### config.mk
export PLATFORM = sky130hd
export DESIGN_NAME = branch_dir_predictor
export DESIGN_NICKNAME = d
export VERILOG_FILES = /design/src/rtl/bp_pkg.sv /design/src/rtl/bp_state_table.sv /design/src/rtl/bp_next_state.sv /design/src/rtl/bp_tally.sv /design/src/rtl/branch_dir_predictor.sv
export SDC_FILE = /design/constraint.sdc
export NUM_CORES = 1
export LEC_CHECK = 0
export CAP_MARGIN = 30
export CORE_MARGIN = 3
export CORE_UTILIZATION = 58
export DETAILED_ROUTE_END_ITERATION = 12
export GPL_TIMING_DRIVEN = 0
export PLACE_DENSITY = 0.81
export SLEW_MARGIN = 40
export SYNTH_ARGS = -nofsm -noshare
export SYNTH_HDL_FRONTEND = slang
export SYNTH_SLANG_ARGS = --single-unit
### constraint.sdc
create_clock -name clk -period 3.6 [get_ports clk]
set_input_delay 0.36 -clock clk [delete_from_list [all_inputs] [get_ports clk]]
set_output_delay 0.36 -clock clk [all_outputs]
set_load 0.02 [all_outputs]
### src/rtl/bp_pkg.sv
package bp_pkg;

  typedef enum logic [1:0] {
    BP_STRONG_NT = 2'b00,
    BP_WEAK_NT   = 2'b01,
    BP_WEAK_T    = 2'b10,
    BP_STRONG_T  = 2'b11
  } bp_state_e;

  localparam bp_state_e BP_INIT = BP_WEAK_T;

endpackage

### src/rtl/bp_state_table.sv
module bp_state_table
  import bp_pkg::*;
#(
  parameter int IDX_W = 6
) (
  input  logic             clk,
  input  logic             rst,
  input  logic [IDX_W-1:0] rd_idx_a,
  output bp_state_e        rd_state_a,
  input  logic [IDX_W-1:0] rd_idx_b,
  output bp_state_e        rd_state_b,
  input  logic             wr_en,
  input  logic [IDX_W-1:0] wr_idx,
  input  bp_state_e        wr_state
);

  localparam int DEPTH = 1 << IDX_W;

  bp_state_e slots [DEPTH];

  always_ff @(posedge clk) begin
    if (rst) begin
      for (int i = 0; i < DEPTH; i++) begin
        slots[i] <= BP_INIT;
      end
    end else if (wr_en) begin
      slots[wr_idx] <= wr_state;
    end
  end

  assign rd_state_a = slots[rd_idx_a];
  assign rd_state_b = slots[rd_idx_b];

endmodule

### src/rtl/bp_next_state.sv
module bp_next_state
  import bp_pkg::*;
(
  input  bp_state_e cur,
  input  logic      outcome,
  input  logic      policy_sel,
  output bp_state_e nxt,
  output logic      guess_ok
);

  assign guess_ok = (cur[1] == outcome);

  always_comb begin
    nxt = cur;
    unique case (cur)
      BP_STRONG_T:  nxt = outcome ? BP_STRONG_T : BP_WEAK_T;
      BP_WEAK_T:    nxt = outcome ? BP_STRONG_T
                                  : (policy_sel ? BP_STRONG_NT : BP_WEAK_NT);
      BP_WEAK_NT:   nxt = outcome ? (policy_sel ? BP_STRONG_T : BP_WEAK_T)
                                  : BP_STRONG_NT;
      BP_STRONG_NT: nxt = outcome ? BP_WEAK_NT : BP_STRONG_NT;
      default:      nxt = BP_INIT;
    endcase
  end

endmodule

### src/rtl/bp_tally.sv
module bp_tally #(
  parameter int CNT_W = 16
) (
  input  logic             clk,
  input  logic             rst,
  input  logic             inc,
  input  logic             hit,
  output logic [CNT_W-1:0] total,
  output logic [CNT_W-1:0] correct
);

  always_ff @(posedge clk) begin
    if (rst) begin
      total   <= '0;
      correct <= '0;
    end else if (inc) begin
      total <= total + 1'b1;
      if (hit) begin
        correct <= correct + 1'b1;
      end
    end
  end

endmodule

### src/rtl/branch_dir_predictor.sv
module branch_dir_predictor
  import bp_pkg::*;
#(
  parameter int ADDR_W = 32,
  parameter int IDX_W  = 6,
  parameter int CNT_W  = 16
) (
  input  logic              clk,
  input  logic              rst,
  input  logic              policy_sel,
  input  logic [ADDR_W-1:0] lk_addr,
  output logic              lk_taken,
  input  logic              up_valid,
  input  logic [ADDR_W-1:0] up_addr,
  input  logic              up_outcome,
  output logic [CNT_W-1:0]  cnt_total,
  output logic [CNT_W-1:0]  cnt_correct
);

  localparam int IDX_LO = 2;
  localparam int IDX_HI = IDX_W + IDX_LO - 1;

  logic [IDX_W-1:0] lk_idx;
  logic [IDX_W-1:0] up_idx;
  bp_state_e        lk_state;
  bp_state_e        upd_old;
  bp_state_e        upd_new;
  logic             upd_hit;

  assign lk_idx = lk_addr[IDX_HI:IDX_LO];
  assign up_idx = up_addr[IDX_HI:IDX_LO];

  bp_state_table #(.IDX_W(IDX_W)) u_table (
    .clk        (clk),
    .rst        (rst),
    .rd_idx_a   (lk_idx),
    .rd_state_a (lk_state),
    .rd_idx_b   (up_idx),
    .rd_state_b (upd_old),
    .wr_en      (up_valid),
    .wr_idx     (up_idx),
    .wr_state   (upd_new)
  );

  bp_next_state u_next (
    .cur        (upd_old),
    .outcome    (up_outcome),
    .policy_sel (policy_sel),
    .nxt        (upd_new),
    .guess_ok   (upd_hit)
  );

  bp_tally #(.CNT_W(CNT_W)) u_tally (
    .clk     (clk),
    .rst     (rst),
    .inc     (up_valid),
    .hit     (upd_hit),
    .total   (cnt_total),
    .correct (cnt_correct)
  );

  assign lk_taken = lk_state[1];

endmodule

[After elaboration in Yosys (flattened, before gate mapping)]
Memory sizes are Yosys's and may differ from the RTL's.
Index checks and enable logic that the tools add are counted.
Storage, ports and cells
  register bits after elaboration: 32
  RAM bits: 128
  word-level logic and storage cells: 27
  memories kept: 1
Cells by class
  add/subtract/negate cells: 2
  equal/unequal tests: 4
  muxes and demuxes: 15
  reductions and logical operators: 3
Memories
  u_table.slots: depth 64, width 2, read ports 2, clocked after memory_dff 0, wr ports 64, RTL line bp_state_table.sv:19  | bp_state_e slots [DEPTH];
Operators with widths (number)
  $add 16x1->16 const B: 2
  $mux 1: 10
  $pmux 2 s4: 1
  $mux 2: 3
  $mux 6: 1
  $eq 2x2->1 const B: 2
  $eq 2x1->1 const B: 1
  $logic_not 2->1: 1
  $reduce_and 2->1: 1
  $reduce_or 2->1: 1
  $eq 1x1->1: 1

[Longest topological paths before layout]
  word-level depth: 5
  mapped depth: 12
  gate-level depth less buffers: 6

[Cells and area by module]
A second synthesis with hierarchy kept.
Second synthesis, totals
  cells, all modules: 765
  area, all modules: 9197.6 um^2
By module, submodules not included
  bp_state_table: times used 1, cells each 593, area each 7719.9 um^2, seq. area each 3843.7 um^2
  bp_tally: times used 1, cells each 167, area each 1436.4 um^2, seq. area each 640.6 um^2
  bp_next_state: times used 1, cells each 5, area each 41.3 um^2, seq. area each 0.0 um^2

[Worst setup path after synthesis]
Ideal clock, no wire load.
  path type: input to output
  from: input port lk_addr[2]
  to: output port lk_taken
  arrival time: 2841 ps
  required time: 3240 ps
  setup slack: 399 ps
  stages: 5
  path buffers: 2
  path through: clkbuf_1 buf_1 mux4_2 mux4_2 mux4_2
Between the ends
  cells in the longest elaborated chain, start to end: 1
Ends and longest elaborated chain
  start: declaration: RTL line branch_dir_predictor.sv:11  | input logic [ADDR_W-1:0] lk_addr,
  $mem_v2 64x2
  end: declaration: RTL line branch_dir_predictor.sv:12  | output logic lk_taken,
No other way between the ends.

[Final worst setup path]
  from: input port lk_addr[3]
  to: output port lk_taken
Same word-level chain as after synthesis.

==> reports/results.tsv <==
metric	value	unit
status	complete, no violations	
cell count along the critical path	6	
met3 usage	0.09613	
Reg power frac	0.454	
pre-CTS WS	-1.086	ns
worst path bufs/invs	3	
Async S/R FF share, synth	0	
gr usage total	0.3188	
grt peak-use layer	met2	
Worst EP arrival	3.22	ns
register area share after synthesis	0.4644	
main combinational cell family by area after synthesis	simple AND/OR/NAND/NOR gates	
Tightest Pin Transition	0.9150	ns
met1 usage	0.4162	
XOR/XNOR Fraction of Synth Area	0.01361	
Die Area	18230	µm²
initial DRC count	1275	
Overflow after GRT	0	
post-route ant nets	0	
vias in the first global route	7492	
Inserted Diodes	0	
die height	135.0	µm
clock root buffer	clkbuf_16	
clock tree buffer depth	2	
Post-synth top flop	edfxtp_1	
Final WS setup	0.02359	ns
Non-Filler Instances	1125	
CTS tree	done	
Num CTS Buffers	17	
crit share post-route	0.9934	
clock group share of total power	0.393	
Mapped Area	9656	µm²
synth-to-layout area growth	15.41	%
Critical Path RT	3.24	ns
Synth Area per Inst	11.69	µm²
synth warn	0	
vias per inst	6.850	
Compound-Gate Fraction of Synth Area	0.1087	
Ports	102	
clock latency at the later pin of the worst-skew pair	0.44	ns
Worst setup SP type	primary input	
CP max stage delay	0.55	ns
FF+latch count, synth	160	
share of layout cells above drive strength 1	0.2475	
setup TNS	0	ns
Routed wire per std cell	25.35	µm
Post-Synth Adder-Cell Area	0.002592	
Cells after Synth	826	
HP Class	register to register	
Internal	3.242	mW
EDFF count, synth	128	
Worst Hold Depth	2	
synth unique cells	59	
crit-path cells	clkbuf_1 > clkbuf_2 > mux4_2 > mux4_2 > mux4_2 > clkdlybuf4s50_1	
Leak	3.510	nW
area of placed instances	10410	µm²
1st-pass router iterations	7	
Clock Pin Slew Worst Setup and Hold Paths	0.06	ns
Row Count	46	
Num Clock Sinks	160	
switching share of power	0.2805	
Via Count	7706	
first-pass GRT wire length	43150	µm
Reg2Reg Depth	9	
max-cap viol count	0	
GR Layer Usage met2	0.4811	
DRC viols	0	
Core Area	16120	µm²
Sw Pwr	1.264	mW
largest fanout on the critical path	10	
H-Tree Depth	4	
DRT Wirelength	28520	µm
Inst Count DP	1086	
Setup crit end kind	primary output	
most frequent CP cell	mux4_2	
RSZ-0062 raised after global routing	no	
Hold Buf Count CTS	0	
Setup violations, final	0	
Cell Pwr Density	404.4	nW/µm²
starting density of the core	0.5991	
Max Slew Vio Count	0	
Synth Area in Simple Gates	0.2069	
Die Width	135.0	µm
Worst VDD drop	0.3151	mV
largest net degree at the start of global routing	17	
layout net count	967	
CP delay by family, top	buffers and inverters	
Comb pwr share	0.153	
initial antenna violation count	0	
HPWL after DPL	19410	µm
fill count	1172	
Worst Skew	0.009364	ns
post-route cell area	11140	µm²
slew margin rel.	0.3878	
input/output buffers	43	
post-synthesis mux area share	0.1501	
Tmin final	3.576	ns
Critical-path top delay cell	clkdlybuf4s50_1	
maximum clock frequency	0.2796	GHz
final hold vios	0	
syn nets	897	
GPL Wtd Cong	1.034	
type of the worst setup path	primary input to primary output	
-- cells in the final DEF, fill, tap and decap left out, types with 17 or more instances in the layout --
cell and n:
buf_4 17, nand3_1 20, buf_6 17, nand2b_1 74, clkbuf_16 17, clkbuf_1 36, dfxtp_1 32, nor2b_1 17
mux4_2 40, a211oi_2 60, nand2_1 85, clkdlybuf4s50_1 41, nand4_1 82, mux2i_1 29, edfxtp_1 128, nor2_1 39
-- cell usage after synthesis (5+ instances only) --
master,n,area (µm²)
edfxtp_1,128,3844
nand2_1,85,319.1
nand4_1,82,513.0
nand2b_1,75,469.2
a211oi_2,60,750.7
clkbuf_1,46,172.7
nor2_1,44,165.2
mux4_2,40,900.9
dfxtp_1,32,640.6
mux2i_1,30,300.3
buf_2,21,105.1
nand3_1,20,100.1
nor2b_1,17,106.4
buf_6,16,180.2
mux2_1,13,146.4
and3_1,11,68.82
xor2_1,11,96.34
mux2_2,9,101.4
buf_1,7,26.28
a211oi_1,5,37.54
and2_1,5,31.28
inv_1,5,18.77
-- routing by layer --
metal	share of wire	routed length, µm
met5	0	0
met4	0.051	1453
met3	0.14	3908
met2	0.45	12930
met1	0.36	10230
-- area by class of cell --
cell class              count  area [µm²]  share of cell area
multi-input cells         569        4746              0.4259
flip-flops and latches    160        4484              0.4024
plain buffers              91       553.0             0.04963
repair buffers             52       506.7             0.04547
clock buffers              19       452.9             0.04065
well taps                 216       270.3             0.02425
clock inverters            13       111.4            0.009993
inverters                   5       18.77            0.001684
-- registers in the layout (all words and copies together), names as in the netlist --
signal / cells
u_table.slots: 128
u_tally.correct: 16
u_tally.total: 16
-- cells by family after synthesis --
logic type      Yosys count
xor+xnor                 15
mux                      92
buf+inv                  97
simple gates            366
fa+ha+maj                 2
flops                   160
compound gates           94
-- worst reg2reg max path: stages (launching register included) --
cell      delay, ns
edfxtp_1       0.41
mux4_2         0.52
a32oi_1        0.31
o31ai_1        0.20
or4_4          0.49
buf_6          0.16
o41ai_4        0.42
buf_4          0.22
buf_6          0.14
nand4_1        0.12
-- final timing paths --
kind	start	endpoint	slack [ns]
setup / recovery	lk_addr[3]	lk_taken	0.02
hold / removal	u_tally.correct[1]$_SDFFE_PP0P_	u_tally.correct[1]$_SDFFE_PP0P_	0.52
setup reg to reg	u_table.slots[31][1]$_SDFFCE_PN1P_	u_table.slots[34][1]$_SDFFCE_PN1P_	0.30
hold reg to reg	u_tally.correct[1]$_SDFFE_PP0P_	u_tally.correct[1]$_SDFFE_PP0P_	0.52
-- repair_timing --
action	CTS	global route
setup buffers	7	1
pin swaps	2	0
setup endpoints to repair	153	150
gates resized for setup	15	30
-- power groups by stage --
stage | Sequential [mW] | Clock (mW) | Combinational (mW)
global placement | 2.08 | 0 | 0.615
floorplan | 2.08 | 0 | 0.431
global route | 2.05 | 1.83 | 0.718
finish | 2.04 | 1.77 | 0.689
CTS | 2.04 | 1.77 | 0.656
detailed placement | 2.08 | 0 | 0.630
-- metrics by stage --
stage / hold WS, ns / utilization / total power [mW]
after floorplan: 0.5803 / - / 2.513
after global placement: 0.5020 / 0.6426 / 2.697
after detailed placement: 0.5207 / 0.6458 / 2.715
after CTS: 0.5294 / 0.6864 / 4.467
after global routing: 0.5531 / 0.6915 / 4.593
final: 0.5225 / 0.6915 / 4.506
Power figures use the tool's default switching activity.
